**src/rtl/fe_alarm_pkg.sv**
```systemverilog
package fe_alarm_pkg;

  typedef enum logic {
    SRC_MANUAL = 1'b0,
    SRC_AUTO   = 1'b1
  } src_sel_e;

  typedef struct packed {
    logic defect;
    logic blk_err;
  } far_bits_t;

endpackage

```
**src/rtl/fe_status_sync.sv**
```systemverilog
module fe_status_sync #(
  parameter int unsigned WIDTH  = 3,
  parameter int unsigned STAGES = 2
) (
  input  logic             clk,
  input  logic             rst_n,
  input  logic [WIDTH-1:0] async_in,
  output logic [WIDTH-1:0] sync_out
);

  localparam int unsigned LAST = STAGES - 1;

  for (genvar g = 0; g < WIDTH; g++) begin : g_bit
    logic [STAGES-1:0] chain_q;
    logic [STAGES-1:0] chain_d;

    always_comb begin
      chain_d = {chain_q[STAGES-2:0], async_in[g]};
    end

    always_ff @(posedge clk or negedge rst_n) begin
      if (!rst_n) begin
        chain_q <= '0;
      end else begin
        chain_q <= chain_d;
      end
    end

    assign sync_out[g] = chain_q[LAST];
  end

endmodule

```
**src/rtl/fe_cfg_regs.sv**
```systemverilog
module fe_cfg_regs
  import fe_alarm_pkg::*;
#(
  parameter int unsigned    ADDR_W     = 8,
  parameter int unsigned    DATA_W     = 8,
  parameter logic [ADDR_W-1:0] MODE_ADDR  = 8'h10,
  parameter logic [ADDR_W-1:0] MAINT_ADDR = 8'h11,
  parameter int unsigned    MODE_BIT   = 0,
  parameter int unsigned    DEFECT_BIT = 7,
  parameter int unsigned    ERR_BIT    = 6
) (
  input  logic              clk,
  input  logic              rst_n,
  input  logic              wr_en,
  input  logic [ADDR_W-1:0] addr,
  input  logic [DATA_W-1:0] wdata,
  output src_sel_e          mode,
  output far_bits_t         manual_bits
);

  logic              mode_wr;
  logic              maint_wr;
  src_sel_e          mode_q;
  src_sel_e          mode_d;
  logic [DATA_W-1:0] maint_q;
  logic [DATA_W-1:0] maint_d;

  always_comb begin
    mode_wr  = wr_en && (addr == MODE_ADDR);
    maint_wr = wr_en && (addr == MAINT_ADDR);
    mode_d   = mode_wr ? src_sel_e'(wdata[MODE_BIT]) : mode_q;
    maint_d  = maint_wr ? wdata : maint_q;
  end

  always_ff @(posedge clk or negedge rst_n) begin
    if (!rst_n) begin
      mode_q  <= SRC_MANUAL;
      maint_q <= '0;
    end else begin
      if (mode_wr) begin
        mode_q <= mode_d;
      end
      if (maint_wr) begin
        maint_q <= maint_d;
      end
    end
  end

  assign mode                = mode_q;
  assign manual_bits.defect  = maint_q[DEFECT_BIT];
  assign manual_bits.blk_err = maint_q[ERR_BIT];

  AST_MODE_WRITE: assert property (@(posedge clk) disable iff (!rst_n)
    (wr_en && addr == MODE_ADDR) |=> (mode == src_sel_e'($past(wdata[MODE_BIT]))));

  AST_OTHER_ADDR_IGNORED: assert property (@(posedge clk) disable iff (!rst_n)
    (!(wr_en && (addr == MODE_ADDR || addr == MAINT_ADDR)))
      |=> ($stable(mode) && $stable(manual_bits)));

endmodule

```
**src/rtl/fe_frame_latch.sv**
```systemverilog
module fe_frame_latch
  import fe_alarm_pkg::*;
(
  input  logic      clk,
  input  logic      rst_n,
  input  logic      frame_sof,
  input  src_sel_e  mode,
  input  far_bits_t manual_bits,
  input  logic      status_any,
  input  logic      bip_err,
  output far_bits_t out_bits
);

  logic      pend_q;
  logic      pend_d;
  far_bits_t out_q;
  far_bits_t out_d;
  far_bits_t auto_bits;

  always_comb begin
    auto_bits.defect  = status_any;
    auto_bits.blk_err = pend_q;
    if (bip_err) begin
      pend_d = 1'b1;
    end else if (frame_sof) begin
      pend_d = 1'b0;
    end else begin
      pend_d = pend_q;
    end
    out_d = (mode == SRC_AUTO) ? auto_bits : manual_bits;
  end

  always_ff @(posedge clk or negedge rst_n) begin
    if (!rst_n) begin
      pend_q <= 1'b0;
      out_q  <= '0;
    end else begin
      pend_q <= pend_d;
      if (frame_sof) begin
        out_q <= out_d;
      end
    end
  end

  assign out_bits = out_q;

  AST_HOLD_BETWEEN_FRAMES: assert property (@(posedge clk) disable iff (!rst_n)
    !frame_sof |=> $stable(out_bits));

  AST_AUTO_DEFECT: assert property (@(posedge clk) disable iff (!rst_n)
    (frame_sof && mode == SRC_AUTO) |=> (out_bits.defect == $past(status_any)));

  AST_AUTO_ERR: assert property (@(posedge clk) disable iff (!rst_n)
    (frame_sof && mode == SRC_AUTO) |=> (out_bits.blk_err == $past(pend_q)));

  AST_MANUAL_BITS: assert property (@(posedge clk) disable iff (!rst_n)
    (frame_sof && mode == SRC_MANUAL) |=> (out_bits == $past(manual_bits)));

  AST_BIP_HELD: assert property (@(posedge clk) disable iff (!rst_n)
    bip_err |=> pend_q);

  AST_BIP_CLEARED: assert property (@(posedge clk) disable iff (!rst_n)
    (frame_sof && !bip_err) |=> !pend_q);

endmodule

```
**src/rtl/fe_alarm_gen.sv**
```systemverilog
module fe_alarm_gen
  import fe_alarm_pkg::*;
#(
  parameter int unsigned    ADDR_W      = 8,
  parameter int unsigned    DATA_W      = 8,
  parameter logic [ADDR_W-1:0] MODE_ADDR   = 8'h10,
  parameter logic [ADDR_W-1:0] MAINT_ADDR  = 8'h11,
  parameter int unsigned    SYNC_STAGES = 2
) (
  input  logic              clk,
  input  logic              rst_n,
  input  logic              cfg_wr_en,
  input  logic [ADDR_W-1:0] cfg_addr,
  input  logic [DATA_W-1:0] cfg_wdata,
  input  logic              rx_los,
  input  logic              rx_ais,
  input  logic              rx_lof,
  input  logic              rx_bip_err,
  input  logic              frame_sof,
  output logic              tx_far_defect,
  output logic              tx_far_err
);

  localparam int unsigned NUM_STATUS = 3;

  logic [NUM_STATUS-1:0] status_raw;
  logic [NUM_STATUS-1:0] status_sync;
  logic                  status_any;
  src_sel_e              mode;
  far_bits_t             manual_bits;
  far_bits_t             out_bits;

  assign status_raw = {rx_lof, rx_ais, rx_los};
  assign status_any = |status_sync;

  fe_status_sync #(
    .WIDTH  (NUM_STATUS),
    .STAGES (SYNC_STAGES)
  ) u_sync (
    .clk      (clk),
    .rst_n    (rst_n),
    .async_in (status_raw),
    .sync_out (status_sync)
  );

  fe_cfg_regs #(
    .ADDR_W     (ADDR_W),
    .DATA_W     (DATA_W),
    .MODE_ADDR  (MODE_ADDR),
    .MAINT_ADDR (MAINT_ADDR)
  ) u_cfg (
    .clk         (clk),
    .rst_n       (rst_n),
    .wr_en       (cfg_wr_en),
    .addr        (cfg_addr),
    .wdata       (cfg_wdata),
    .mode        (mode),
    .manual_bits (manual_bits)
  );

  fe_frame_latch u_latch (
    .clk         (clk),
    .rst_n       (rst_n),
    .frame_sof   (frame_sof),
    .mode        (mode),
    .manual_bits (manual_bits),
    .status_any  (status_any),
    .bip_err     (rx_bip_err),
    .out_bits    (out_bits)
  );

  assign tx_far_defect = out_bits.defect;
  assign tx_far_err    = out_bits.blk_err;

endmodule

```
**config.mk**
```make
export PLATFORM = sky130hd
export DESIGN_NAME = fe_alarm_gen
export DESIGN_NICKNAME = d
export VERILOG_FILES = /design/src/rtl/fe_alarm_pkg.sv /design/src/rtl/fe_status_sync.sv /design/src/rtl/fe_cfg_regs.sv /design/src/rtl/fe_frame_latch.sv /design/src/rtl/fe_alarm_gen.sv
export SDC_FILE = /design/constraint.sdc
export NUM_CORES = 1
export LEC_CHECK = 0
export BUFFER_PORTS_ARGS = -buffer_cell sky130_fd_sc_hd__clkbuf_2
export CAP_MARGIN = 10
export CORE_AREA = 4 4 41 43
export DETAILED_ROUTE_END_ITERATION = 6
export DIE_AREA = 0 0 45 47
export MAX_ROUTING_LAYER = met4
export SETUP_SLACK_MARGIN = 0.3
export SLEW_MARGIN = 15
export SYNTH_ARGS = -nofsm -noshare
export SYNTH_HDL_FRONTEND = slang
export SYNTH_SLANG_ARGS = --single-unit
```
**constraint.sdc**
```tcl
create_clock -name clk -period 1.6 [get_ports clk]
set_input_delay 0.32 -clock clk [delete_from_list [all_inputs] [get_ports clk]]
set_output_delay 0.32 -clock clk [all_outputs]
set_load 0.005 [all_outputs]
```
* After elaboration in Yosys (flattened, before gate mapping) *
Index checks and enable logic that the tools add are counted.

word-level totals
  bits in registers = 18
  word-level logic and storage cells = 17
  output and inout port bits = 2

operators by class
  eq/ne operators = 2
  muxes and demuxes = 3
  reductions and logical operators = 4

operators by type and width
  operator                                                          count
  8-bit by 5-bit == test with 1-bit output (second input constant)  2
  3-bit OR reduction                                                1
  1-bit logical AND                                                 2
  1-bit two-way mux                                                 2
  2-bit two-way mux                                                 1
  2-bit nonzero test                                                1

* Depth between registers and ports, before layout *
Gate-level depths: netlist of run 1.

  word-level depth = 2
  depth in mapped cells = 3
  gate-level depth less buffers = 3

* By module *
A second synthesis of run 1 with hierarchy kept.

second synthesis, totals
  cell total of the unflattened synthesis = 31
  area, all modules = 480.5 um^2

by module, submodules not included
  module          cells each  area each (um^2)  instances  sequential area each (um^2)
  fe_cfg_regs     10          177.7             1          75.1
  fe_status_sync  9           172.7             1          150.1
  fe_frame_latch  11          123.9             1          75.1
  fe_alarm_gen    1           6.3               1          0.0

* Worst setup path before layout of run 1 *
OpenSTA, ideal clock, no wires.

  path kind = in2reg
  start = input port cfg_addr[1]
  end = register u_cfg.maint_q[6]
  setup time = 0.127 ns
  setup slack = 0.454 ns
  buffers on the path = 0
  arrival time = 1.019 ns
  stages = 3
  cell sequence = nor4b_4 > nand3_2 > mux2_1

between the ends
  cells in the longest elaborated chain, start to end = 2

ends and longest elaborated chain
  what                                      line                text
  start, declared                           fe_alarm_gen.sv:13  input logic [ADDR_W-1:0] cfg_addr,
  8-bit by 5-bit == test with 1-bit output  fe_cfg_regs.sv:30   maint_wr = wr_en && (addr == MAINT_ADDR);
  1-bit logical AND                         fe_cfg_regs.sv:30
  end signal, assigned                      fe_cfg_regs.sv:44   maint_q <= maint_d;
  end, declared                             fe_cfg_regs.sv:25   logic [DATA_W-1:0] maint_q;

Every way passes these cells.
A chain may end at the register's enable or synchronous reset.

* Worst setup path after layout of run 1 *
  start = register u_latch.out_q, in the netlist u_latch.out_bits[1]
  end = output port tx_far_defect

RTL lines
  what                    line                  text
  start, declared         fe_frame_latch.sv:16  far_bits_t out_q;
  start signal, assigned  fe_frame_latch.sv:40  out_q <= out_d;
  end, declared           fe_alarm_gen.sv:20    output logic tx_far_defect,

No word-level cell between the ends.

==> results.cfg, run 1 <==
[clock_network]
post_cts_resized = 0
clk_path_buf_depth = 2
cts_sinks = 12
cts-root-buf = clkbuf_4
h-tree-depth = 1
clk_pin_slew_ns = 0.06
cts_buffers = 3
cts_tree = yes
insertion_delay_ns = 0.26
post_cts.repair.setup_buffers = 0

[synth]
seq_area_frac_synth = 0.656
yosys.area.top_type = dfrtp_1
synth_top_area_frac = 0.656
ys_warn_count = 0
syn-cell-area_um2 = 458
synth_seq_cells = 12
ys_top_cells_by_area = dfrtp_1, nor4b_4, mux2_1
syn-mean-instance-area_um2 = 16.4
yosysUniqueCellTypes = 13
synthCells = 28
syn_nets = 52

[cells_and_area]
fin_cells = 67
syn_to_final_growth_pct = 33.1
final_common_cell = clkbuf_2
final_cell_mix = clkbuf_2, dfrtp_1, clkbuf_4
drive_gt1_frac = 0.538
fin_nets = 78
diodes = 0

[pwr]
max-vdd-ir-drop_uv = 513
p_sw_frac = 0.208
clock_power_share = 0.305
p_switching_uw = 116
design_power_total_uw = 558
p_leak_nw = 0.314
power_frac_seq = 0.589
power.density_nw_per_um2 = 915
p_int_uw = 442
p_comb_frac = 0.107

[timing]
min_period_ns = 1.08
final.setup_skew_ns = 0.00754
maxSlewHeadroom = 0.815
rsz0062_at_grt = no
fin_tns_setup_ns = 0
worst_slack_ns = 0.523
slew_violations = 0
period_share = 0.673
hold_ws_ns = 0.167
fmax_mhz = 928
finalHoldViolCount = 0
worstMarginPinSlew_ns = 0.278
setup_viol = 0

[setup_path]
critPathBufInv = 1
crit_chain = clkbuf_2
crit_type = flop to output port
max_stage_delay_ns = 0.39
slowest_stage = dfrtp_1
startpoint = u_latch.out_bits[1]$_DFFE_PN0P_
critPathTopFamily = flip-flops
worst-path-max-fanout = 2
cp.required_ns = 1.28
worst_r2r_startpoint = u_sync.g_bit[2].chain_q[1]$_DFF_PN0_
critPathCaptureType = output port
start_kind = flop
cp.arrival_ns = 0.76

[floorplan]
pin_count = 26
start_util = 0.352
dieWidth_um = 45
dieArea_um2 = 2120
die_h_um = 47
rows = 13
core_um2 = 1300

[global_route]
grt_max_degree = 13
grt_pass1_wl_um = 1300
groute.usage.overall = 0.0907
grt_pass1_vias = 327
gr-total-overflow = 0
antenna_found_initial = 0

[min_path]
min_from = rx_lof
min_path_type = input port to flop

[outcome]
status = finished clean

[routing]
dr.pass1.iters = 1
postRouteAntennaNets = 0
top_layer_used = met3
route.met2.wl_um = 341
wirelength_um = 764
vias_per_cell = 4.43
wl_met1_um = 303
wl_per_cell_um = 11.4
dr_wl_met3_um = 118
vias = 297
drc = 0
drtIter0Drc = 0

[placement]
dpl.cell_count = 63
pre_cts_ws_ns = 0.254
gp_congestion = 0.661
portBuffers = 20

[flow_run]
drv_cap = 0
routing by layer:
metal,vias to the layer above,GRT usage
li1,148,-
met1,130,0.0986
met2,19,0.144
met3,0,0.0307
met4,0,0.0526
met5,-,-
synthesized netlist by cell type, drive strengths merged:
cell type and number:
a21o 1, inv 1, nand3b 1, mux2 4, a21oi 2, dfrtp 12, nor2 2, nor3 1
nand3 1, nor4b 2, mux2i 1
kinds of logic after synthesis:
| logic type | synth area share |
|---|---|
| buf+inv | 0.00819 |
| flops | 0.656 |
| simple gates | 0.169 |
| mux | 0.128 |
| compound gates | 0.0383 |
stage by stage:
step	util	area (um^2)
floorplan	-	458
global placement	0.443	577
detailed placement	0.443	577
CTS	0.468	609
global route	0.468	609
finish	0.468	609
power groups by stage:
stage	clock network (mW)	registers, mW	logic (mW)
floorplan	0	0.333	0.0192
global placement	0	0.334	0.0570
detailed placement	0	0.334	0.0581
CTS	0.179	0.329	0.0614
global route	0.189	0.330	0.0687
finish	0.170	0.328	0.0595
worst paths after layout:
kind / end / slack [ns] / depth (start not counted)
min reg2reg: u_sync.g_bit[1].chain_q[1]$_DFF_PN0_ / 0.34 / 0
max reg2reg: u_latch.out_bits[1]$_DFFE_PN0P_ / 0.56 / 3
max in group asynchronous: u_latch.out_bits[1]$_DFFE_PN0P_ / 0.91 / 2
min: u_sync.g_bit[2].chain_q[0]$_DFF_PN0_ / 0.17 / 1
max: tx_far_defect / 0.52 / 1
min in group asynchronous: u_sync.g_bit[1].chain_q[1]$_DFF_PN0_ / 0.47 / 2
area by class of cell:
class,count,area [um^2]
repair buffers,21,110
flip-flops and latches,12,300
multi-input cells,15,154
clock buffers,3,22.5
well taps,15,18.8
fillers,134,692
inverters,1,3.75
flip-flops by register name, summed over array words and instances (netlist names):
register	count
u_latch.out_bits	2
u_latch.pend_q	1
u_sync.g_bit.chain_q	6
u_cfg.maint_q	2
u_cfg.mode	1
timing repair:
item | CTS | global route
hold buffers | 1 | 0
hold endpoints to repair | 12 | 0
setup endpoints to repair | 0 | 0
Power figures use the tool's default switching activity.
==> inputs of run 2 (changes only) <==
--- a/config.mk
+++ b/config.mk
@@ -5,12 +5,14 @@
 export SDC_FILE = /design/constraint.sdc
 export NUM_CORES = 1
 export LEC_CHECK = 0
+export ABC_AREA = 1
 export BUFFER_PORTS_ARGS = -buffer_cell sky130_fd_sc_hd__clkbuf_2
 export CAP_MARGIN = 10
-export CORE_AREA = 4 4 41 43
+export CORE_MARGIN = 4
+export CORE_UTILIZATION = 38
 export DETAILED_ROUTE_END_ITERATION = 6
-export DIE_AREA = 0 0 45 47
 export MAX_ROUTING_LAYER = met4
+export PLACE_DENSITY = 0.71
 export SETUP_SLACK_MARGIN = 0.3
 export SLEW_MARGIN = 15
 export SYNTH_ARGS = -nofsm -noshare
==> constraint.sdc (replaced) <==
create_clock -name clk -period 0.9 [get_ports clk]
set_input_delay 0.18 -clock clk [delete_from_list [all_inputs] [get_ports clk]]
set_output_delay 0.18 -clock clk [all_outputs]
set_load 0.005 [all_outputs]
==> results.cfg, run 2 <==
[outcome]
status = finished with violations
violations = setup timing

[placement]
dpl.cell_count = 99
gp_congestion = 0.733
pre_cts_ws_ns = -0.00996
portBuffers = 20
dp_hpwl_um = 841

[synth]
synth_compound_area_frac = 0.0508
synth_ff_type = dfrtp_1
yosys.area_share.simple = 0.274
synth-async-reset-ratio = 1.00
syn-cell-area_um2 = 517
syn_nets = 87
synth_top_area_frac = 0.581
ys_warn_count = 0
yosysUniqueCellTypes = 10
synth_most_common_cell = nand2_1
synthMuxAreaShare = 0
synth_edf_count = 0
synth-adder-area-share = 0
synth_xor_area_frac = 0
yosys.area.top_type = dfrtp_1
ys_top_cells_by_area = dfrtp_1, nand2_1, inv_1
synth_commonest_cells = nand2_1, inv_1, dfrtp_1, nor2_1, nand3_1
synth_seq_cells = 12
synth_top_family_by_area = simple AND/OR/NAND/NOR gates
synthCells = 63
syn-mean-instance-area_um2 = 8.20
seq_area_frac_synth = 0.581

[setup_path]
start_kind = flop
worst-path-max-fanout = 2
critPathTopFamily = flip-flops
max_stage_delay_ns = 0.38
worst_r2r_startpoint = u_cfg.mode$_DFFE_PN0P_
slowest_stage = dfrtp_1
cp.required_ns = 0.72
crit_type = flop to output port
cp.arrival_ns = 0.75
critPathBufInv = 1
startpoint = u_latch.out_bits[0]$_DFFE_PN0P_
critPathCaptureType = output port
crit_chain = clkbuf_2

[pwr]
p_sw_frac = 0.220
design_power_total_mw = 1.15
p_switching_uw = 252
p_int_uw = 895
power.density_nw_per_um2 = 1490
clock_power_share = 0.352
max-vdd-ir-drop_uv = 685
p_comb_frac = 0.139
power_frac_seq = 0.509
p_leak_nw = 0.416

[timing]
worstMarginPinSlew_ns = 0.277
period_share = 1.04
fin_tns_setup_ns = -0.0627
finalHoldViolCount = 0
setup_viol = 2
maxSlewHeadroom = 0.815
slew_violations = 0
rsz0062_at_grt = yes
final.setup_skew_ns = 0.00602
worst_slack_ns = -0.0327
fmax_mhz = 1070
min_period_ns = 0.933

[cells_and_area]
fin_nets = 116
fin_cells = 106
syn_to_final_growth_pct = 49.4
diodes = 0
final_cell_mix = clkbuf_2, nand2_1, dfrtp_1, inv_1, nor2_1
top_register = u_sync.g_bit.chain_q
drive_gt1_frac = 0.440
final_common_cell = clkbuf_2
utilization = 0.601
largest_register_ffs = 6

[min_path]
min_from = rx_ais
min_path_type = input port to flop

[global_route]
gr-total-overflow = 0
grt_pass1_vias = 456
grt_max_degree = 13
antenna_found_initial = 0
grt_pass1_wl_um = 1750
groute.usage.overall = 0.129

[clock_network]
cts-root-buf = clkbuf_4
cts_sinks = 12
clk_pin_slew_ns = 0.07
h-tree-depth = 1
clk_path_buf_depth = 2
cts_tree = yes
cts_buffers = 3
insertion_delay_ns = 0.26

[routing]
drc = 0
wl_per_cell_um = 9.94
drtIter0Drc = 5
postRouteAntennaNets = 0
wirelength_um = 1050
dr.pass1.iters = 2
vias = 472
vias_per_cell = 4.45

[flow_run]
drv_cap = 0

[floorplan]
start_util = 0.402
pin_count = 26
rows = 13
dieWidth_um = 44.9
core_um2 = 1280
die_h_um = 44.9
dieArea_um2 = 2010
run 2: changes by cell type after synthesis, moves of 2 or more:
cell,delta
nand3_1,+5
nand2_1,+16
a21oi_1,-2
nor2_1,+8
nor4b_4,-2
nor2_2,+3
inv_1,+12
mux2_1,-2
run 2: cell type report:
type / instances / area (um^2)
Fill cell: 117 / 513
Inverter: 13 / 58.8
Tap cell: 15 / 18.8
Clock buffer: 4 / 36.3
Sequential cell: 12 / 300
Multi-Input combinational cell: 38 / 200
Timing Repair Buffer: 24 / 158
run 2: final timing paths:
kind	to	slack, ns	cells after the start
setup / recovery	tx_far_err	-0.03	1
hold / removal	u_sync.g_bit[1].chain_q[0]$_DFF_PN0_	0.02	1
setup reg to reg	u_latch.out_bits[0]$_DFFE_PN0P_	0.02	4
hold reg to reg	u_sync.g_bit[1].chain_q[1]$_DFF_PN0_	0.35	0
max in group asynchronous	u_sync.g_bit[1].chain_q[0]$_DFF_PN0_	0.36	2
min in group asynchronous	u_latch.out_bits[1]$_DFFE_PN0P_	0.32	2
run 2: per-layer routing:
metal	part of all wire	global-route usage	vias to the layer above
li1	-	-	245
met1	0.36	0.119	205
met2	0.54	0.235	18
met3	0.062	0.0239	4
met4	0.034	0.0877	0
met5	0	-	-
run 2: cell families after synthesis:
kind of cell	Yosys count
AO/OA/AOI/OAI	4
buffers and inverters	13
flip-flops	12
AND/OR/NAND/NOR	34
run 2: stage by stage:
step | hold slack (ns) | instance area (um^2)
finish | 0.0233 | 772
floorplan | -0.116 | 544
global route | 0.00275 | 772
detailed placement | 0.0696 | 671
CTS | 0.0132 | 751
global placement | 0.0686 | 671
run 2: timing repair:
action,in CTS,in global routing
pin swaps,3,2
setup buffers,1,1
hold buffers,1,0
resized for setup,6,4
hold endpoints to repair,12,0
setup endpoints to repair,8,8
run 2: power groups by stage:
stage | logic [mW] | clock network [mW] | registers, mW
finish | 0.159 | 0.404 | 0.584
global route | 0.178 | 0.452 | 0.587
CTS | 0.153 | 0.420 | 0.584
detailed placement | 0.136 | 0 | 0.594
global placement | 0.130 | 0 | 0.592
floorplan | 0.0522 | 0 | 0.591
